--- src/rtl/rxq_pkg.sv ---
package rxq_pkg;
    localparam int DATA_W  = 8;
    localparam int NFLAG   = 6;
    localparam int FIELD_W = 4;
    // flag index: 0 data ready, 1 rx full, 2 break, 3 tx empty, 4 tx end, 5 rx error
    localparam logic [NFLAG-1:0] FLAG_RST = 6'b011000;

    typedef struct packed {
        logic [DATA_W-1:0] data;
        logic              perr;
        logic              ferr;
    } rxq_entry_t;
endpackage

--- src/rtl/rxq_store.sv ---
module rxq_store
    import rxq_pkg::*;
#(
    parameter int DEPTH = 16
) (
    input  logic                    clk,
    input  logic                    rst_n,
    input  logic                    push_valid,
    input  rxq_entry_t              push_entry,
    input  logic                    pop_req,
    output rxq_entry_t              head,
    output logic                    empty,
    output logic [DATA_W-1:0]       pop_data,
    output logic [$clog2(DEPTH):0]  perr_cnt,
    output logic [$clog2(DEPTH):0]  ferr_cnt,
    output logic                    overrun
);
    localparam int AW = $clog2(DEPTH);
    localparam int CW = AW + 1;
    localparam logic [CW-1:0] FULL_CNT = CW'(DEPTH);

    typedef struct packed {
        rxq_entry_t [DEPTH-1:0] mem;
        logic [AW-1:0]          wptr;
        logic [AW-1:0]          rptr;
        logic [CW-1:0]          cnt;
        logic [CW-1:0]          pcnt;
        logic [CW-1:0]          fcnt;
        logic [DATA_W-1:0]      pop_data;
        logic                   overrun;
    } st_t;

    st_t s_d, s_q;
    logic do_push, do_pop, is_full;
    rxq_entry_t head_e;

    always_comb begin
        s_d     = s_q;
        is_full = (s_q.cnt == FULL_CNT);
        do_push = push_valid && !is_full;
        do_pop  = pop_req && (s_q.cnt != '0);
        head_e  = s_q.mem[s_q.rptr];

        if (do_push) begin
            s_d.mem[s_q.wptr] = push_entry;
            s_d.wptr          = s_q.wptr + 1'b1;
        end
        if (do_pop) begin
            s_d.pop_data = head_e.data;
            s_d.rptr     = s_q.rptr + 1'b1;
        end
        s_d.cnt  = s_q.cnt  + CW'(do_push) - CW'(do_pop);
        s_d.pcnt = s_q.pcnt + CW'(do_push && push_entry.perr) - CW'(do_pop && head_e.perr);
        s_d.fcnt = s_q.fcnt + CW'(do_push && push_entry.ferr) - CW'(do_pop && head_e.ferr);
        s_d.overrun = push_valid && is_full;
    end

    always_ff @(posedge clk or negedge rst_n) begin
        if (!rst_n) begin
            s_q <= '0;
        end else begin
            s_q <= s_d;
        end
    end

    assign head     = head_e;
    assign empty    = (s_q.cnt == '0);
    assign pop_data = s_q.pop_data;
    assign perr_cnt = s_q.pcnt;
    assign ferr_cnt = s_q.fcnt;
    assign overrun  = s_q.overrun;

    AST_NO_OVERFLOW: assert property (@(posedge clk) disable iff (!rst_n)
        s_q.cnt <= FULL_CNT);
    AST_PCNT_BOUND: assert property (@(posedge clk) disable iff (!rst_n)
        s_q.pcnt <= s_q.cnt);
    AST_FCNT_BOUND: assert property (@(posedge clk) disable iff (!rst_n)
        s_q.fcnt <= s_q.cnt);
    AST_FULL_DROP: assert property (@(posedge clk) disable iff (!rst_n)
        (push_valid && s_q.cnt == FULL_CNT && !pop_req) |=> ($stable(s_q.cnt) && overrun));
    AST_EMPTY_POP: assert property (@(posedge clk) disable iff (!rst_n)
        (pop_req && s_q.cnt == '0 && !push_valid) |=> ($stable(pop_data) && $stable(perr_cnt) && $stable(ferr_cnt)));
endmodule

--- src/rtl/rxq_flags.sv ---
module rxq_flags
    import rxq_pkg::*;
(
    input  logic             clk,
    input  logic             rst_n,
    input  logic [NFLAG-1:0] flag_set,
    input  logic             rd,
    input  logic             wr,
    input  logic [NFLAG-1:0] wr_bits,
    output logic [NFLAG-1:0] flags
);
    typedef struct packed {
        logic [NFLAG-1:0] flg;
        logic [NFLAG-1:0] arm;
    } st_t;

    st_t s_d, s_q;
    logic [NFLAG-1:0] clr, seen;

    always_comb begin
        s_d   = s_q;
        seen  = rd ? s_q.flg : '0;
        clr   = wr ? (~wr_bits & s_q.arm & s_q.flg) : '0;
        s_d.flg = (s_q.flg & ~clr) | flag_set;
        s_d.arm = (s_q.arm | seen) & ~clr;
    end

    always_ff @(posedge clk or negedge rst_n) begin
        if (!rst_n) begin
            s_q.flg <= FLAG_RST;
            s_q.arm <= '0;
        end else begin
            s_q <= s_d;
        end
    end

    assign flags = s_q.flg;

    AST_W1_NOEFFECT: assert property (@(posedge clk) disable iff (!rst_n)
        1'b1 |=> ((s_q.flg & $past(~s_q.flg & ~flag_set)) == '0));
    AST_CLR_ARMED: assert property (@(posedge clk) disable iff (!rst_n)
        1'b1 |=> ((~s_q.flg & $past(s_q.flg) & ~$past(s_q.arm)) == '0));
    AST_SET_WINS: assert property (@(posedge clk) disable iff (!rst_n)
        (|flag_set) |=> ((s_q.flg & $past(flag_set)) == $past(flag_set)));
endmodule

--- src/rtl/rxq_status_reg.sv ---
module rxq_status_reg
    import rxq_pkg::*;
#(
    parameter int DEPTH = 16
) (
    input  logic                clk,
    input  logic                rst_n,
    input  logic                push_valid,
    input  logic [7:0]          push_data,
    input  logic                push_perr,
    input  logic                push_ferr,
    input  logic                pop_req,
    output logic [7:0]          pop_data,
    output logic                overrun,
    input  logic                reg_rd,
    input  logic                reg_wr,
    input  logic [15:0]         reg_wdata,
    output logic [15:0]         reg_rdata,
    input  logic [5:0]          flag_set
);
    localparam int CW = $clog2(DEPTH) + 1;

    rxq_entry_t       in_e, head_e;
    logic             empty;
    logic [CW-1:0]    pcnt, fcnt;
    logic [NFLAG-1:0] flags, wbits;
    logic             head_fer, head_per;

    assign in_e = '{data: push_data, perr: push_perr, ferr: push_ferr};

    rxq_store #(.DEPTH(DEPTH)) store_i (
        .clk        (clk),
        .rst_n      (rst_n),
        .push_valid (push_valid),
        .push_entry (in_e),
        .pop_req    (pop_req),
        .head       (head_e),
        .empty      (empty),
        .pop_data   (pop_data),
        .perr_cnt   (pcnt),
        .ferr_cnt   (fcnt),
        .overrun    (overrun)
    );

    assign wbits = {reg_wdata[7:4], reg_wdata[1:0]};

    rxq_flags flags_i (
        .clk      (clk),
        .rst_n    (rst_n),
        .flag_set (flag_set),
        .rd       (reg_rd),
        .wr       (reg_wr),
        .wr_bits  (wbits),
        .flags    (flags)
    );

    assign head_fer  = !empty && head_e.ferr;
    assign head_per  = !empty && head_e.perr;
    assign reg_rdata = {FIELD_W'(pcnt), FIELD_W'(fcnt), flags[5:2], head_fer, head_per, flags[1:0]};

    AST_HEAD_EMPTY: assert property (@(posedge clk) disable iff (!rst_n)
        empty |-> (reg_rdata[3:2] == 2'b00));
endmodule

--- config.mk ---
export PLATFORM = sky130hd
export DESIGN_NAME = rxq_status_reg
export DESIGN_NICKNAME = d
export VERILOG_FILES = /design/src/rtl/rxq_pkg.sv /design/src/rtl/rxq_store.sv /design/src/rtl/rxq_flags.sv /design/src/rtl/rxq_status_reg.sv
export SDC_FILE = /design/constraint.sdc
export NUM_CORES = 1
export LEC_CHECK = 0
export ABC_CLOCK_PERIOD_IN_PS = 3800
export BUFFER_PORTS_ARGS = -buffer_cell sky130_fd_sc_hd__buf_4
export CORE_ASPECT_RATIO = 0.9
export CORE_MARGIN = 1.5
export CORE_UTILIZATION = 32
export DETAILED_ROUTE_END_ITERATION = 10
export PLACE_DENSITY = 0.49
export SETUP_SLACK_MARGIN = 0.5
export SLEW_MARGIN = 5
export SYNTH_ARGS = -nofsm -noshare
export SYNTH_HDL_FRONTEND = slang
export SYNTH_HIERARCHICAL = 1
export SYNTH_SLANG_ARGS = --single-unit
--- constraint.sdc ---
create_clock -name clk -period 3.8 [get_ports clk]
set_input_delay 0.19 -clock clk [delete_from_list [all_inputs] [get_ports clk]]
set_output_delay 0.19 -clock clk [all_outputs]
set_load 0.01 [all_outputs]
* Word-level counts from Yosys, hierarchy flattened *
Index checks and enable logic that the tools add are counted.

word-level totals
  bits in registers = 204
  bits in latches = 0
  bits in writable memories = 0
  bits in read-only memories = 0
  input bits = 38
  memories = 0

cells by class
  $add $sub $neg = 8
  multipliers = 0
  divide/modulo/power cells = 0
  $lt $le $gt $ge = 3
  equality and inequality tests = 1
  shift-type cells = 0
  mux-type cells = 7
  bitwise logic cells = 8
  reduce and logical (&&, ||, !) cells = 14

operators by type and width
  kind                 number
  $bwmux 160           1
  $bmux 10 s4          1
  $demux 10 s4         1
  $and 6x6->6          4
  $mux 10              2
  $add 5x1->5          3
  $sub 5x1->5          3
  $mux 6               2
  $not 6->6            2
  $or 6x6->6           2
  $logic_and 1x1->1    10
  $lt 4x5->1 const B   2
  $add 4x1->4 const B  2
  $eq 5x5->1 const B   1
  $logic_not 5->1      1
  $reduce_bool 5->1    1
  $ge 4x1->1 const B   1
  $logic_not 1->1      2

* Logic depth before layout (Yosys ltp) *
Gate-level depths: netlist of the first run.

  depth after elaboration = 7
  mapped depth = 15

* Cells and area by module *
Netlist of the first run, hierarchy kept.

modules (own cells, without submodules)
  module          instances  cells each  area each (um^2)  seq. area each (um^2)
  rxq_store       1          603         9,252.6           4,804.6
  rxq_flags       1          55          580.6             302.8
  rxq_status_reg  1          4           27.5              0.0

* Worst setup path before layout of the first run *
OpenSTA, ideal clock, no wires.

  path kind = register to register
  start point = register store_i/s_q[24] (netlist bit)
  end point = register store_i.s_q, in the netlist store_i/ferr_cnt[4]
  data arrival time = 2,920 ps
  data required time = 3,675 ps
  setup slack = 755 ps
  cell stages (with the launch flop) = 16
  buffers on the path = 2
  period minus slack after synthesis = 3,045 ps
  cells stage by stage = dfrtp_1 buf_2 buf_4 mux4_2 mux2_2 nand2_1 a21oi_1 ha_1 inv_1 ha_1 inv_1 fa_1 inv_1 a21o_1 a21oi_1 xnor2_1

RTL lines
  item                      line             text
  start: declaration        rxq_store.sv:33  st_t s_d, s_q;
  start signal: assignment  rxq_store.sv:60  s_q <= '0;
  start signal: assignment  rxq_store.sv:62  s_q <= s_d;

==> impl_metrics.yaml, run 1 <==
setup_path:
  worst-path-max-fanout: 8
  rr_worst_depth: 11
  r2r_setup_slack_ps: 850
  worstPathArrival_ps: 3350
  critical_path_class: "reg2reg"
  required_ps: 4200
  start_kind: "flip-flop"
  end_kind: "flip-flop"
clock_tree:
  cts_max_level: 1
  clock_path_buffers: 3
  post_cts_buffers: 0
  clk_pin_slew_worst_paths_ps: 60
  tritoncts: "built"
  postCtsResizedCells: 0
  cts_inserted_buffers: 24
  clock_latency_ps: 520
  root_buffer: "clkbuf_16"
  cts.sinks: 202
drt:
  viasPerCell: 4.847
  wl_met3_um: 616
  highest_layer: "met4"
  post_drt_wl_per_cell_um: 19.13
  num_vias: 5434
  wl_met2_mm: 11.16
  wl_mm: 21.45
  drt.antenna.violating_nets: 0
  drtIter0Drc: 183
  wirelength_met1_mm: 9.360
  dr.pass1.iters: 6
  drc: 0
job:
  drv_cap: 0
grt:
  antenna_found_initial: 0
  grt_pass1_wl_mm: 33.83
  grt-ovfl-total: 0
  grt_pass1_vias: 5880
  grt_max_degree: 89
  grt_use_total: 0.1397
die:
  die_w_um: 186.8
  ios: 63
  die_y_um: 168.4
  std_cell_rows: 60
  die_area_sq_um: 31460
  start_util: 0.3256
  core_sq_um: 29880
final_layout:
  syn2layout_area_growth_pct: 16.28
  drive_gt1_frac: 0.4415
  nets: 763
  n_antenna_cell: 0
  utilization: 0.3786
  final_cell_area_sq_um: 11310
  num-fill-cells: 2851
place:
  port_buffers: 52
  dp_slack_ps: 770.7
  routabilityCongestion: 0.7425
  postPlaceCellArea_sq_um: 10350
  dpl.hpwl_mm: 13.39
timing:
  fin_setup_tns_ps: 0
  fin_skew_ps: 8.635
  fmax_ghz: 0.3394
  timing.final.ws_setup_ps: 853.3
  period_needed_ps: 2947
  worstMarginPinSlew_ps: 897.0
  slew_violations: 0
  fin_crit_sh: 0.7754
  rsz0062_at_grt: "false"
  setup_violations: 0
  timing.final.hold_violations: 0
  slew_headroom: 0.4020
power:
  powerDensity_nw_per_um2: 850.7
  leakage_uw: 0.005095
  irDropWorstVdd_mv: 0.3688
yosys:
  syn-num-nets: 710
  syn_area_sq_um: 9728
  avgSynthCellArea_sq_um: 15.01
  synth_cells: 648
  ys_warn_count: 6
outcome:
  status: "complete, no violations"
min_path:
  worstHoldPathCells: 2
  hold_path_class: "in2reg"
area by class of cell:
type	count	area [sq um]	area share
inverter	32	120.1	0.01062
clock buffer	36	705.7	0.06238
multi-input combinational	357	4173	0.3689
sequential	202	5059	0.4472
tap	403	504.2	0.04457
timing repair buffer	84	701.9	0.06205
clock inverter	7	48.80	0.004314
metal layers:
layer | vias to the layer above | global-route usage
li1 | 2448 | -
met1 | 2893 | 0.1758
met2 | 68 | 0.2539
met3 | 25 | 0.01897
met4 | 0 | 0.03366
met5 | - | 0
per-stage QoR:
step	instances	total power, uW	hold WS, ps
after floorplan	648	6656	-105.6
after global placement	1057	7334	284.2
after detailed placement	1057	7562	301.1
after CTS	1121	9805	17.23
after global routing	1121	10280	30.03
final	1121	9623	34.87
sequential cells by signal (all words and copies together) (netlist names):
name	count
flags_i/flags	6
flags_i/s_q	6
store_i/ferr_cnt	4
store_i/overrun	1
store_i/perr_cnt	4
store_i/pop_data	8
store_i/s_q	173
where the power goes:
part	total (uW)	internal, uW	leakage [uW]	switching [uW]
clock	2160	1280	0.000373	881
combinational	3670	2160	0.00226	1520
sequential	3790	3170	0.00247	621
total	9620	6600	0.00510	3020
timing repair:
item	in CTS	in global routing
hold endpoints to repair	99	0
hold buffers	21	0
endpoints found under the setup margin	0	0
cells in the final DEF, fill, tap and decap left out, types with 20 or more instances in the layout:
cell type	instances
clkbuf_16	24
mux2_2	170
ha_1	21
mux4_1	20
inv_1	32
mux2i_1	26
mux4_2	20
dfrtp_1	199
buf_4	61
dlygate4sd3_1	21
critical path, cell delays in order, from the launching register on:
cell and delay (ps):
dfrtp_1 560, buf_4 230, mux4_2 510, mux2_2 280
nand2_1 80, a21oi_1 90, ha_1 290, inv_1 60
ha_1 160, inv_1 50, fa_1 370, xnor2_1 140
path summary, 6_finish.rpt:
path                                       endpoint            start
worst max-delay path            store_i/ferr_cnt[2]  store_i/s_q[24]
worst min-delay path                store_i/s_q[99]     push_data[5]
worst max register to register  store_i/ferr_cnt[2]  store_i/s_q[24]
worst min register to register      store_i/s_q[86]  store_i/s_q[86]
max in group asynchronous          flags_i/flags[4]            rst_n
min in group asynchronous       store_i/pop_data[0]            rst_n
Power figures use the tool's default switching activity.
==> run 2: changes to the inputs <==
--- a/config.mk
+++ b/config.mk
@@ -5,13 +5,14 @@
 export SDC_FILE = /design/constraint.sdc
 export NUM_CORES = 1
 export LEC_CHECK = 0
-export ABC_CLOCK_PERIOD_IN_PS = 3800
+export ABC_AREA = 1
+export ABC_CLOCK_PERIOD_IN_PS = 2500
 export BUFFER_PORTS_ARGS = -buffer_cell sky130_fd_sc_hd__buf_4
 export CORE_ASPECT_RATIO = 0.9
 export CORE_MARGIN = 1.5
 export CORE_UTILIZATION = 32
 export DETAILED_ROUTE_END_ITERATION = 10
-export PLACE_DENSITY = 0.49
+export PLACE_DENSITY = 0.51
 export SETUP_SLACK_MARGIN = 0.5
 export SLEW_MARGIN = 5
 export SYNTH_ARGS = -nofsm -noshare
==> constraint.sdc (replaced) <==
create_clock -name clk -period 2.5 [get_ports clk]
set_input_delay 0.125 -clock clk [delete_from_list [all_inputs] [get_ports clk]]
set_output_delay 0.125 -clock clk [all_outputs]
set_load 0.01 [all_outputs]
==> run 2 against run 1 <==
Sequential cell count did not move. Via count rose by 50%. Worst hold slack improved by 90 ps. Synthesized area is 3.2% higher. Sequential power increased by 50%. Register-to-register slack lost 730 ps. Largest power group is now combinational logic. Highest routed layer unchanged.
==> impl_metrics.yaml, run 2 <==
outcome:
  status: "complete, no violations"
die:
  core_sq_um: 30910
  die_area_sq_um: 32460
  start_util: 0.3249
  ios: 63
  die_y_um: 171.1
  die_w_um: 189.7
  std_cell_rows: 61
timing:
  fin_setup_tns_ps: 0
  fin_skew_ps: 17.27
  fmax_ghz: 0.4212
  worstMarginPinSlew_ps: 605.7
  setup_violations: 0
  fin_crit_sh: 0.9497
  slew_violations: 0
  rsz0062_at_grt: "true"
  period_needed_ps: 2374
  slew_headroom: 0.5962
  timing.final.hold_violations: 0
final_layout:
  layout.cells.non_filler: 1766
  largest_reg_flops: 173
  syn2layout_area_growth_pct: 22.61
  nets: 1401
  layout_commonest_cell: "nand2_1"
  regMostFlops: "store_i/s_q"
  utilization: 0.3984
  drive_gt1_frac: 0.1651
  n_antenna_cell: 0
  num-fill-cells: 3175
  final_cell_mix: "403 x nand2_1, 198 x dfrtp_1, 156 x o21ai_0"
drt:
  drtIter0Drc: 591
  drc: 0
  drt.antenna.violating_nets: 0
  post_drt_wl_per_cell_um: 15.18
  num_vias: 8167
  viasPerCell: 4.625
  wl_mm: 26.80
  dr.pass1.iters: 5
setup_path:
  critical_path_class: "reg2reg"
  required_ps: 2900
  max_stage_delay_ps: 510
  crit_chain: "clkbuf_16, nand2_2, o211ai_1, nand3_1, nand3_4, a21oi_2, ha_4, inv_2, ha_4, inv_2, fa_2, inv_1"
  regToRegStartpoint: "store_i/s_q[24]"
  critPathSlowestCell: "dfrtp_2"
  worst-path-max-fanout: 8
  worstPathArrival_ps: 2770
  end_kind: "flip-flop"
  start_kind: "flip-flop"
  startpoint: "store_i/s_q[24]"
power:
  powerDensity_nw_per_um2: 1320
  p_comb_frac: 0.438
  switchingPower_uw: 6466
  p_clk_frac: 0.212
  p_seq_frac: 0.351
  swShare: 0.3977
  irDropWorstVdd_mv: 0.5975
  internal_power_uw: 9794
  leakage_uw: 0.006198
grt:
  grt_use_total: 0.1677
  grt_pass1_vias: 7754
  grt_pass1_wl_mm: 42.75
  grt-ovfl-total: 0
  antenna_found_initial: 0
  grt_max_degree: 68
yosys:
  syn_area_sq_um: 10040
  ys_warn_count: 6
  syn-num-nets: 1339
  avgSynthCellArea_sq_um: 7.865
  synth_cells: 1277
clock_tree:
  clock_path_buffers: 3
  cts_max_level: 1
  cts.sinks: 202
  clk_pin_slew_worst_paths_ps: 60
  root_buffer: "clkbuf_16"
  cts_inserted_buffers: 24
  clock_latency_ps: 520
  tritoncts: "built"
min_path:
  hp-start: "push_data[4]"
  hold_path_class: "in2reg"
place:
  dpl.hpwl_mm: 16.29
  dp_cells: 1673
  port_buffers: 52
  routabilityCongestion: 0.7647
job:
  drv_cap: 0
[run 2: per-layer routing]
metal  up-vias  share of wire  global-route usage  wire (um)
li1       4085              -                   -          -
met1      3911           0.49              0.2406      13010
met2       136           0.46              0.2679      12220
met3        35          0.036             0.02031        968
met4         0          0.022             0.04279        599
met5         -              0                   0          0
[run 2: area by class of cell]
class / instances / area, sq um / share of cell area
clock buffer: 36 / 716.9 / 0.05822
clock inverter: 8 / 65.06 / 0.005283
inverter: 173 / 664.4 / 0.05395
multi-input combinational: 800 / 4061 / 0.3298
sequential: 202 / 5060 / 0.4109
tap: 409 / 511.7 / 0.04156
timing repair buffer: 138 / 1235 / 0.1003
[run 2: worst max-delay path, delay by kind of cell, from the launching register on]
kind	cells	cell delay [ps]
buffers and inverters	4	340
and+or+nand+nor	3	310
AOI/OAI and AO/OA	2	270
adders and majority gates	3	860
DFF	1	510
[run 2: power groups by stage]
stage               clock (uW)  combinational, uW  sequential (uW)
floorplan                    0               4800             5390
global placement             0               6120             5640
detailed placement           0               6230             5660
CTS                       3540               6390             5640
global route              3660               8150             5900
finish                    3440               7120             5700
[run 2: timing repair]
item / in CTS / in global routing
cloned: 0 / 3
buffers inserted: 7 / 12
gates resized for setup: 6 / 81
setup endpoints to repair: 26 / 28
pin swaps: 5 / 33
hold buffers: 27 / 0
endpoints found under the hold margin: 74 / 0
[run 2: path summary, 6_finish.rpt]
| path | to | slack, ps | cells after the start |
|---|---|---|---|
| worst max-delay path | store_i/perr_cnt[1] | 130 | 12 |
| worst min-delay path | store_i/s_q[78] | 130 | 3 |
| worst max register to register | store_i/perr_cnt[1] | 130 | 12 |
| worst min register to register | store_i/s_q[154] | 480 | 2 |
| max in group asynchronous | store_i/s_q[81] | 1550 | 3 |
| min in group asynchronous | store_i/s_q[154] | 190 | 2 |
[run 2: per-stage QoR]
step	instance area [sq um]	hold slack, ps	power, uW	worst slack (ps)
after floorplan	10100	-170.6	10200	229.0
after global placement	10750	189.0	11760	128.2
after detailed placement	10750	191.5	11890	108.1
after CTS	11880	20.53	15560	136.8
after global routing	12310	146.4	17710	58.69
final	12310	125.4	16260	125.7
==> run 3: changes to the inputs <==
--- a/config.mk
+++ b/config.mk
@@ -7,12 +7,12 @@
 export LEC_CHECK = 0
 export ABC_AREA = 1
 export ABC_CLOCK_PERIOD_IN_PS = 2500
-export BUFFER_PORTS_ARGS = -buffer_cell sky130_fd_sc_hd__buf_4
 export CORE_ASPECT_RATIO = 0.9
 export CORE_MARGIN = 1.5
 export CORE_UTILIZATION = 32
 export DETAILED_ROUTE_END_ITERATION = 10
-export PLACE_DENSITY = 0.51
+export DONT_BUFFER_PORTS = 1
+export PLACE_DENSITY = 0.49
 export SETUP_SLACK_MARGIN = 0.5
 export SLEW_MARGIN = 5
 export SYNTH_ARGS = -nofsm -noshare
==> run 3 against run 2 <==
The flow now finishes with violations (hold timing). Via count down 3.4%. Setup slack better by 11 ps. Global-route usage up 0.20 points. Sequential cell count unchanged. Wire length up 1.6%. Register-to-register slack about the same. Utilization down 2.3 points. Worst hold slack worse by 820 ps. Cell count down 4.0%. Combinational power down 13%. First-iteration DRC count up 5.6%.
==> impl_metrics.yaml, run 3 (synthesis gave the netlist of run 2 again) <==
setup_path:
  startpoint: "store_i/s_q[24]"
  crit_chain: "buf_12, nor2_1, nor2_1, o21ai_0, nand3_1, nand3_2, a21oi_2, ha_1, inv_1, ha_2, inv_1, fa_1, xnor2_1"
  start_kind: "flip-flop"
  worst-path-max-fanout: 13
  rr_worst_depth: 13
  critical_path_class: "reg2reg"
  worstSetupEndpoint: "store_i/ferr_cnt[2]"
  r2r_setup_slack_ps: 140
  critPathTopFamily: "adder cells"
  worstPathArrival_ps: 2770
  regToRegStartpoint: "store_i/s_q[24]"
  worst-path-buf-inv: 3
  critPathSlowestCell: "dfrtp_2"
  end_kind: "flip-flop"
  r2r_end: "store_i/ferr_cnt[2]"
  required_ps: 2910
  crit_cells: 13
  max_stage_delay_ps: 480
timing:
  fin_skew_ps: 4.929
  fmax_ghz: 0.4232
  slew_violations: 0
  timing.final.hold_violations: 202
  fin_setup_tns_ps: 0
  rsz0062_at_grt: "true"
  period_needed_ps: 2363
  fin_crit_sh: 0.9451
  whs_ps: -693.3
  worstMarginPinSlew_ps: 736.6
  timing.final.ws_setup_ps: 137.2
  slew_headroom: 0.5089
  setup_violations: 0
drt:
  wl_mm: 27.24
  dr.pass1.iters: 5
  viasPerCell: 4.653
  drc: 0
  num_vias: 7891
  drt.antenna.violating_nets: 0
  drtIter0Drc: 624
  post_drt_wl_per_cell_um: 16.06
clock_tree:
  tritoncts: "built"
  clock_path_buffers: 3
  cts_inserted_buffers: 25
  cts.sinks: 202
  clock_latency_ps: 530
  clk_pin_slew_worst_paths_ps: 60
  ctsHoldBuffers: 22
  root_buffer: "clkbuf_16"
  cts_max_level: 1
power:
  irDropWorstVdd_mv: 0.6228
  powerDensity_nw_per_um2: 1350
  leakage_uw: 0.005833
die:
  start_util: 0.3249
  die_y_um: 171.1
  core_sq_um: 30910
  die_area_sq_um: 32460
  ios: 63
  die_w_um: 189.7
  std_cell_rows: 61
outcome:
  violations: "hold timing"
  status: "finished with violations"
grt:
  grt-ovfl-total: 0
  grt_use_total: 0.1697
  grt_pass1_wl_mm: 43.07
  grt_max_degree: 203
  grt_pass1_vias: 7528
  antenna_found_initial: 0
final_layout:
  regMostFlops: "store_i/s_q"
  final_cell_mix: "415 x nand2_1, 199 x dfrtp_1, 162 x inv_1"
  layout_commonest_cell: "nand2_1"
  nets: 1330
  syn2layout_area_growth_pct: 15.46
  num-fill-cells: 3238
  layout.cells.non_filler: 1696
  utilization: 0.3751
  largest_reg_flops: 173
  seqCellArea_sq_um: 5059
  multi_input_area_sq_um: 3928
  drive_gt1_frac: 0.09876
place:
  dp_slack_ps: 52.84
  dpl.hpwl_mm: 15.63
  routabilityCongestion: 0.7716
  dp_cells: 1614
  port_buffers: 0
min_path:
  hold_path_class: "in2async"
job:
  drv_cap: 0
-- run 3: repair_timing --
item                                    in CTS  in global routing
resized for setup                           22                  6
buffers inserted                             7                  5
endpoints found under the hold margin      216                202
cloned                                       1                  1
pin swaps                                    6                  2
endpoints found under the setup margin      29                 34
-- run 3: worst min path at each step --
stage,slack [ps],end,from,cells after the start
2_1_floorplan,-170,flags_i/flags[0],rst_n,0
3_3_place_gp,-150,store_i/s_q[134],rst_n,0
3_5_place_dp,-150,store_i/s_q[134],rst_n,0
4_1_cts,-710,store_i/s_q[172],rst_n,0
5_1_grt,-720,store_i/s_q[184],rst_n,0
6_report,-690,store_i/s_q[184],rst_n,0
-- run 3: stage by stage --
stage	power (uW)	hold slack, ps	area [sq um]
6_report	15660	-693.3	11600
5_1_grt	17060	-719.7	11590
4_1_cts	15690	-712.2	11520
3_5_place_dp	11530	-148.2	10290
3_3_place_gp	11410	-148.1	10290
2_1_floorplan	10200	-170.6	10100
-- run 3: cell type report --
cell class	instances	share of cell area
antenna	1	0.0002158
clock inverter	12	0.01219
timing repair buffer	65	0.05104
tap	409	0.04413
clock buffer	33	0.06085
inverter	173	0.05665
sequential	202	0.4362
multi-input combinational	801	0.3387
-- run 3: metal layers --
layer / part of all wire / wire length [um] / vias up / track usage
met5: 0 / 0 / - / 0
met4: 0.024 / 647 / 0 / 0.04762
met1: 0.51 / 13850 / 3793 / 0.2520
met2: 0.44 / 11860 / 118 / 0.2594
li1: - / - / 3941 / -
met3: 0.033 / 887 / 39 / 0.01949
-- run 3: report_power, final --
part | leakage [uW] | switching [uW] | internal (uW)
Clock | 0.000422 | 1440 | 2290
Sequential | 0.00252 | 999 | 4750
Combinational | 0.00289 | 3820 | 2360
Total | 0.00583 | 6260 | 9390
